`src/rtl/psg_reg_pkg.sv`:
```
package psg_reg_pkg;
  localparam int REG_W     = 8;
  localparam int BANK_REGS = 16;
  localparam int NUM_BANKS = 2;
  localparam int NUM_REGS  = BANK_REGS * NUM_BANKS;
  localparam int IDX_W     = $clog2(NUM_REGS);
  localparam int LOC_W     = $clog2(BANK_REGS);
  localparam int NUM_CH    = 3;
  localparam int VOL_W     = 5;
  localparam int VOL_W_CMP = 4;
  localparam int NP_W_CMP  = 5;

  localparam logic [IDX_W-1:0] IDX_NOISE_PER = 5'h06;
  localparam logic [IDX_W-1:0] IDX_ENABLE    = 5'h07;
  localparam logic [IDX_W-1:0] IDX_VOL0      = 5'h08;
  localparam logic [IDX_W-1:0] IDX_MODE      = 5'h0D;
  localparam logic [IDX_W-1:0] IDX_NAND      = 5'h19;
  localparam logic [IDX_W-1:0] IDX_NOR       = 5'h1A;

  localparam logic [2:0] EXP_KEY = 3'b101;

  function automatic logic is_reserved(input logic [IDX_W-1:0] idx);
    return (idx == 5'h1B) || (idx == 5'h1C) || (idx == 5'h1D) ||
           (idx == 5'h1E) || (idx == 5'h1F);
  endfunction
endpackage

```
`src/rtl/psg_addr_latch.sv`:
```
module psg_addr_latch
  import psg_reg_pkg::*;
(
  input  logic             clk_i,
  input  logic             rst_ni,
  input  logic             load_i,
  input  logic [REG_W-1:0] wdata_i,
  input  logic             bank_i,
  output logic             active_o,
  output logic [IDX_W-1:0] idx_o
);
  logic [REG_W-1:0] latch_q;

  always_ff @(posedge clk_i or negedge rst_ni) begin
    if (!rst_ni)     latch_q <= '0;
    else if (load_i) latch_q <= wdata_i;
  end

  assign active_o = (latch_q[REG_W-1:LOC_W] == '0);

  // mode register is reachable from either bank
  always_comb begin
    if (latch_q[LOC_W-1:0] == IDX_MODE[LOC_W-1:0]) idx_o = IDX_MODE;
    else                                           idx_o = {bank_i, latch_q[LOC_W-1:0]};
  end

  p_latch_load_r2: assert property (@(posedge clk_i) disable iff (!rst_ni)
    load_i |=> latch_q == $past(wdata_i));
endmodule

```
`src/rtl/psg_reg_array.sv`:
```
module psg_reg_array
  import psg_reg_pkg::*;
(
  input  logic                           clk_i,
  input  logic                           rst_ni,
  input  logic                           we_i,
  input  logic [IDX_W-1:0]               idx_i,
  input  logic [REG_W-1:0]               wdata_i,
  output logic [NUM_REGS-1:0][REG_W-1:0] regs_o
);
  logic [NUM_REGS-1:0][REG_W-1:0] regs_q;

  for (genvar g = 0; g < NUM_REGS; g++) begin : g_reg
    localparam logic [IDX_W-1:0] IDX = IDX_W'(g);
    localparam logic RSV = is_reserved(IDX);
    always_ff @(posedge clk_i or negedge rst_ni) begin
      if (!rst_ni)                   regs_q[g] <= '0;
      else if (we_i && idx_i == IDX) regs_q[g] <= RSV ? '0 : wdata_i;
    end
  end

  assign regs_o = regs_q;

  p_rsv_zero_r6: assert property (@(posedge clk_i) disable iff (!rst_ni)
    (we_i && is_reserved(idx_i)) |=> regs_q[$past(idx_i)] == '0);
endmodule

```
`src/rtl/psg_field_decode.sv`:
```
module psg_field_decode
  import psg_reg_pkg::*;
#(
  parameter bit EXP_EN = 1'b1
) (
  input  logic [NUM_REGS-1:0][REG_W-1:0] regs_i,
  output logic                           expanded_o,
  output logic                           bank_o,
  output logic [3:0]                     shape_o,
  output logic [NUM_CH-1:0]              tone_en_o,
  output logic [NUM_CH-1:0]              noise_en_o,
  output logic [REG_W-1:0]               noise_period_o,
  output logic [NUM_CH*VOL_W-1:0]        vol_o,
  output logic [REG_W-1:0]               noise_and_o,
  output logic [REG_W-1:0]               noise_or_o
);
  logic [REG_W-1:0] mode;
  logic [REG_W-1:0] np_raw;
  logic [REG_W-1:0] en_raw;

  assign mode       = regs_i[IDX_MODE];
  assign np_raw     = regs_i[IDX_NOISE_PER];
  assign en_raw     = regs_i[IDX_ENABLE];
  assign expanded_o = EXP_EN && (mode[7:5] == EXP_KEY);
  assign bank_o     = expanded_o & mode[4];
  assign shape_o    = mode[3:0];
  assign tone_en_o  = en_raw[NUM_CH-1:0];
  assign noise_en_o = en_raw[2*NUM_CH-1:NUM_CH];

  assign noise_period_o = expanded_o ? np_raw
                                     : {{(REG_W-NP_W_CMP){1'b0}}, np_raw[NP_W_CMP-1:0]};

  for (genvar c = 0; c < NUM_CH; c++) begin : g_vol
    logic [REG_W-1:0] v;
    assign v = regs_i[IDX_VOL0 + IDX_W'(c)];
    assign vol_o[c*VOL_W +: VOL_W] = expanded_o ? v[VOL_W-1:0]
                                                : {1'b0, v[VOL_W_CMP-1:0]};
  end

  assign noise_and_o = regs_i[IDX_NAND];
  assign noise_or_o  = regs_i[IDX_NOR];
endmodule

```
`src/rtl/psg_banked_regs.sv`:
```
module psg_banked_regs
  import psg_reg_pkg::*;
#(
  parameter bit EXP_EN = 1'b1
) (
  input  logic                    clk_i,
  input  logic                    rst_ni,
  input  logic                    sel_i,
  input  logic                    wr_i,
  input  logic                    addr_phase_i,
  input  logic [REG_W-1:0]        wdata_i,
  output logic [REG_W-1:0]        rdata_o,
  output logic                    expanded_o,
  output logic                    bank_o,
  output logic [3:0]              shape_o,
  output logic [NUM_CH-1:0]       tone_en_o,
  output logic [NUM_CH-1:0]       noise_en_o,
  output logic [REG_W-1:0]        noise_period_o,
  output logic [NUM_CH*VOL_W-1:0] vol_o,
  output logic [REG_W-1:0]        noise_and_o,
  output logic [REG_W-1:0]        noise_or_o
);
  logic                           active;
  logic [IDX_W-1:0]               idx;
  logic                           latch_ld;
  logic                           reg_we;
  logic [NUM_REGS-1:0][REG_W-1:0] regs;

  assign latch_ld = sel_i & wr_i & addr_phase_i;
  assign reg_we   = sel_i & wr_i & ~addr_phase_i & active;

  psg_addr_latch u_latch (
    .clk_i, .rst_ni, .load_i(latch_ld), .wdata_i, .bank_i(bank_o),
    .active_o(active), .idx_o(idx)
  );

  psg_reg_array u_array (
    .clk_i, .rst_ni, .we_i(reg_we), .idx_i(idx), .wdata_i, .regs_o(regs)
  );

  psg_field_decode #(.EXP_EN(EXP_EN)) u_decode (
    .regs_i(regs), .expanded_o, .bank_o, .shape_o, .tone_en_o, .noise_en_o,
    .noise_period_o, .vol_o, .noise_and_o, .noise_or_o
  );

  assign rdata_o = (sel_i && active) ? regs[idx] : {REG_W{1'b1}};

  p_idle_read_r7: assert property (@(posedge clk_i) disable iff (!rst_ni)
    !sel_i |-> rdata_o == 8'hFF);
  p_enter_exp_r3: assert property (@(posedge clk_i) disable iff (!rst_ni)
    (reg_we && idx == IDX_MODE && wdata_i[7:5] == EXP_KEY && EXP_EN) |=> expanded_o);
  p_bank_compat_r4: assert property (@(posedge clk_i) disable iff (!rst_ni)
    !expanded_o |-> !bank_o);
  p_np_width_r9: assert property (@(posedge clk_i) disable iff (!rst_ni)
    !expanded_o |-> noise_period_o[7:5] == 3'b000);
  p_vol_width_r10: assert property (@(posedge clk_i) disable iff (!rst_ni)
    !expanded_o |-> (vol_o[4] | vol_o[9] | vol_o[14]) == 1'b0);
endmodule

```
`config.mk`:
```
export PLATFORM = sky130hd
export DESIGN_NAME = psg_banked_regs
export DESIGN_NICKNAME = d
export VERILOG_FILES = /design/src/rtl/psg_reg_pkg.sv /design/src/rtl/psg_addr_latch.sv /design/src/rtl/psg_reg_array.sv /design/src/rtl/psg_field_decode.sv /design/src/rtl/psg_banked_regs.sv
export SDC_FILE = /design/constraint.sdc
export NUM_CORES = 1
export LEC_CHECK = 0
export BUFFER_PORTS_ARGS = -buffer_cell sky130_fd_sc_hd__clkbuf_2
export CAP_MARGIN = 30
export CORE_MARGIN = 3
export CORE_UTILIZATION = 55
export DETAILED_ROUTE_END_ITERATION = 10
export PLACE_DENSITY_LB_ADDON = 0.15
export RECOVER_POWER = 100
export SLEW_MARGIN = 40
export SYNTH_ARGS = -nofsm -noshare
export SYNTH_HDL_FRONTEND = slang
export SYNTH_HIERARCHICAL = 1
export SYNTH_SLANG_ARGS = --single-unit
```
`constraint.sdc`:
```
create_clock -name clk_i -period 2.6 [get_ports clk_i]
set_input_delay 0.13 -clock clk_i [delete_from_list [all_inputs] [get_ports clk_i]]
set_output_delay 0.13 -clock clk_i [all_outputs]
set_load 0.01 [all_outputs]
```
==> results_dict.tcl <==
set metrics [dict create \
    status "finished, violations left" \
    violations "max-capacitance violations, max-slew violations, negative setup slack" \
    cts_made_buffers 24 \
    drive_gt1_share_pct 43.40 \
    synth.area.mux_share_pct 35.01 \
    cp_data_required_time_ns 2.47 \
    initial_core_util_pct 56.57 \
    clock_latency_ns 0.52 \
    seqPwrFrac_pct 43.4 \
    synth_warnings 6 \
    core.rowCount 52 \
    area_delta_synth_final_pct 10.17 \
    timing.fmax_mhz 384.4 \
    viasPerCell 6.007 \
    n_antenna_cell 0 \
    syn_inst 843 \
    p_leak_nw 6.286 \
    slew_headroom_pct -3.610 \
    wire_per_inst_um 24.17 \
    drc 0 \
    post-route-util_pct 62.32 \
    crit_path_end_kind "output port" \
    p_sw_share_pct 26.86 \
    synth_top_family_by_area "multiplexers" \
    clockBufferDepth 3 \
    grt_max_degree 86 \
    htree_levels 1 \
    antenna_found_initial 0 \
    fin_ws_ns -0.001344 \
    clock_skew_ns 0.009796 \
    setup_viol 1 \
    cts_tree "done" \
    hpwl_mm 18.50 \
    combPwrFrac_pct 17.2 \
    pre_cts_slack_ns 0.1622 \
    synth_fa_ha_area_share_pct 0 \
    hold_class "primary input to asynchronous set/reset pin" \
    root_buffer "clkbuf_16" \
    clkTransAtPathRegs_ns 0.07 \
    synthXorXnorAreaFrac_pct 0 \
    finalHoldViolCount 0 \
    ant_nets 0 \
    tightest_slew_ns 1.554 \
    vias 7034 \
    first_pass_iters 4 \
    drtIter0Drc 363 \
    place.port_buffers 71 \
    crit_path_start_kind "register" \
    grt_pass1_vias 7469 \
    finalPower_w 0.008617 \
    synth-simple-area-share_pct 4.317 \
    grt_overflow 0 \
    p_clk_share_pct 39.3 \
    fin_nets 897 \
    cp_max_fo 14 \
    die-width_um 151.2 \
    p_int_w 0.006303 \
    cts_sinks 224 \
    drv_cap 1 \
    grt_usage_pct 24.96 \
    ys_ff_latch 224 \
    core_sq_mm 0.02049 \
    dieArea_sq_mm 0.02286 \
    p_sw_w 0.002314 \
    synth.avg_cell_area_sq_um 13.75 \
    rsz0062_at_grt "yes" \
    gp_congestion 0.8400 \
    critPathArrivalTime_ns 2.47 \
    die_h_um 151.2 \
    seq_area_frac_synth_pct 48.35 \
    io_pins 72 \
    fin_crit_sh_pct 100.1 \
    crit_type "register to output port" \
    power_density_mw_per_mm2 674.6 \
    finalCriticalPeriod_ns 2.601 \
    grt_pass1_wl_mm 43.19 \
    wirelength_mm 28.31 \
    ir_drop_uv 514.9 \
    synth_cell_types 39 \
    synth_area_sq_mm 0.01159 \
    synth_compound_area_share_pct 4.069 \
    maxSlewViolCount 63 \
]
final timing paths:
kind / from / endpoint / slack [ns] / depth (start not counted)
max: u_latch/latch_q[1] / rdata_o[2] / -0.001 / 6
min: rst_ni / u_array/regs_o[195] / 0.20 / 2
max reg2reg: u_latch/latch_q[5] / u_array/regs_o[57] / 0.14 / 8
min reg2reg: u_array/regs_o[102] / u_array/regs_o[102] / 0.49 / 1
max in group asynchronous: rst_ni / u_array/regs_o[7] / 0.42 / 3
min in group clk_i: sel_i / u_latch/latch_q[1] / 0.34 / 3
power groups by stage:
stage               Sequential, W  Clock (W)  Combinational [W]
global route              0.00376    0.00359            0.00159
detailed placement        0.00380          0            0.00132
finish                    0.00374    0.00339            0.00149
floorplan                 0.00375          0            0.00105
global placement          0.00378          0            0.00130
CTS                       0.00374    0.00347            0.00143
timing repair:
item,4_1_cts,5_1_grt
gates cloned,1,2
buffers inserted,5,4
endpoints found under the setup margin,8,108
hold endpoints to repair,82,0
pin swaps,1,4
gates resized for setup,26,13
hold buffers,1,0
cell usage in the layout, fill, tap and decap left out, drive strengths merged, types with 7 or more instances in the layout:
master,n
mux2,270
dfrtp,224
clkbuf,109
conb,40
buf,38
mux4,31
mux2i,29
nor2,24
o22ai,23
o21ai,19
nand2,16
a22o,10
nor2b,10
o31ai,10
o22a,8
and4b,7
critical path, stage by stage, from the launching register on:
cell and delay (ns):
dfrtp_4 0.49, buf_12 0.18, mux4_2 0.56, o22ai_1 0.17
nor2_1 0.11, o22a_1 0.27, clkbuf_2 0.15
cell usage after synthesis, drive strengths merged:
cell | n | area share, %
mux4 | 31 | 6.0
nor4b | 1 | 0.13
nor2 | 24 | 0.95
nand2b | 4 | 0.22
mux2 | 270 | 26
nor3b | 1 | 0.065
nor3 | 1 | 0.14
dfrtp | 224 | 48
nor4 | 1 | 0.054
and2 | 1 | 0.054
mux2i | 29 | 2.5
o21ai | 19 | 0.82
and3b | 1 | 0.076
and4bb | 3 | 0.32
and4b | 7 | 0.60
nor2b | 10 | 0.54
conb | 1 | 0.032
buf | 109 | 7.2
o22a | 8 | 0.60
nand2 | 16 | 0.54
nand4b | 4 | 0.41
or3 | 2 | 0.11
o31ai | 10 | 0.65
and3 | 2 | 0.11
a22o | 10 | 0.76
clkbuf | 31 | 1.0
o22ai | 23 | 1.2
area by class of cell:
cell class / instances / area (sq um)
clock buffer: 33 / 674.4
clock inverter: 10 / 116.4
fill: 1581 / 7722
multi-input combinational: 518 / 5269
sequential: 224 / 5613
tap: 270 / 337.8
timing repair buffer: 116 / 762.0
cells by family after synthesis:
kind of cell           Yosys count
AO/OA/AOI/OAI                   70
buffers and inverters          140
flip-flops                     224
multiplexers                   330
other                            1
AND/OR/NAND/NOR                 78
layer usage:
layer	wire [um]	vias up	track usage, %
met5	0	-	0
met4	740	0	7.661
met3	1516	47	3.770
met2	13690	190	41.10
met1	12360	3752	34.46
li1	-	3045	-
registers in the layout, indices dropped and copies added (netlist names):
name	cells
u_array/regs_o	216
u_latch/latch_q	8
through the flow:
| stage | std cells | hold WS [ns] | TNS, ns | cell area, sq um |
|---|---|---|---|---|
| finish | 1171 | 0.1956 | -0.001344 | 12770 |
| global route | 1171 | 0.2572 | -0.4075 | 12770 |
| CTS | 1165 | 0.2352 | -0.008116 | 12750 |
| detailed placement | 1115 | 0.1839 | 0 | 11780 |
| global placement | 1115 | 0.1736 | 0 | 11780 |
| floorplan | 882 | -0.1656 | 0 | 11740 |
(Power assumes the default switching activity.)
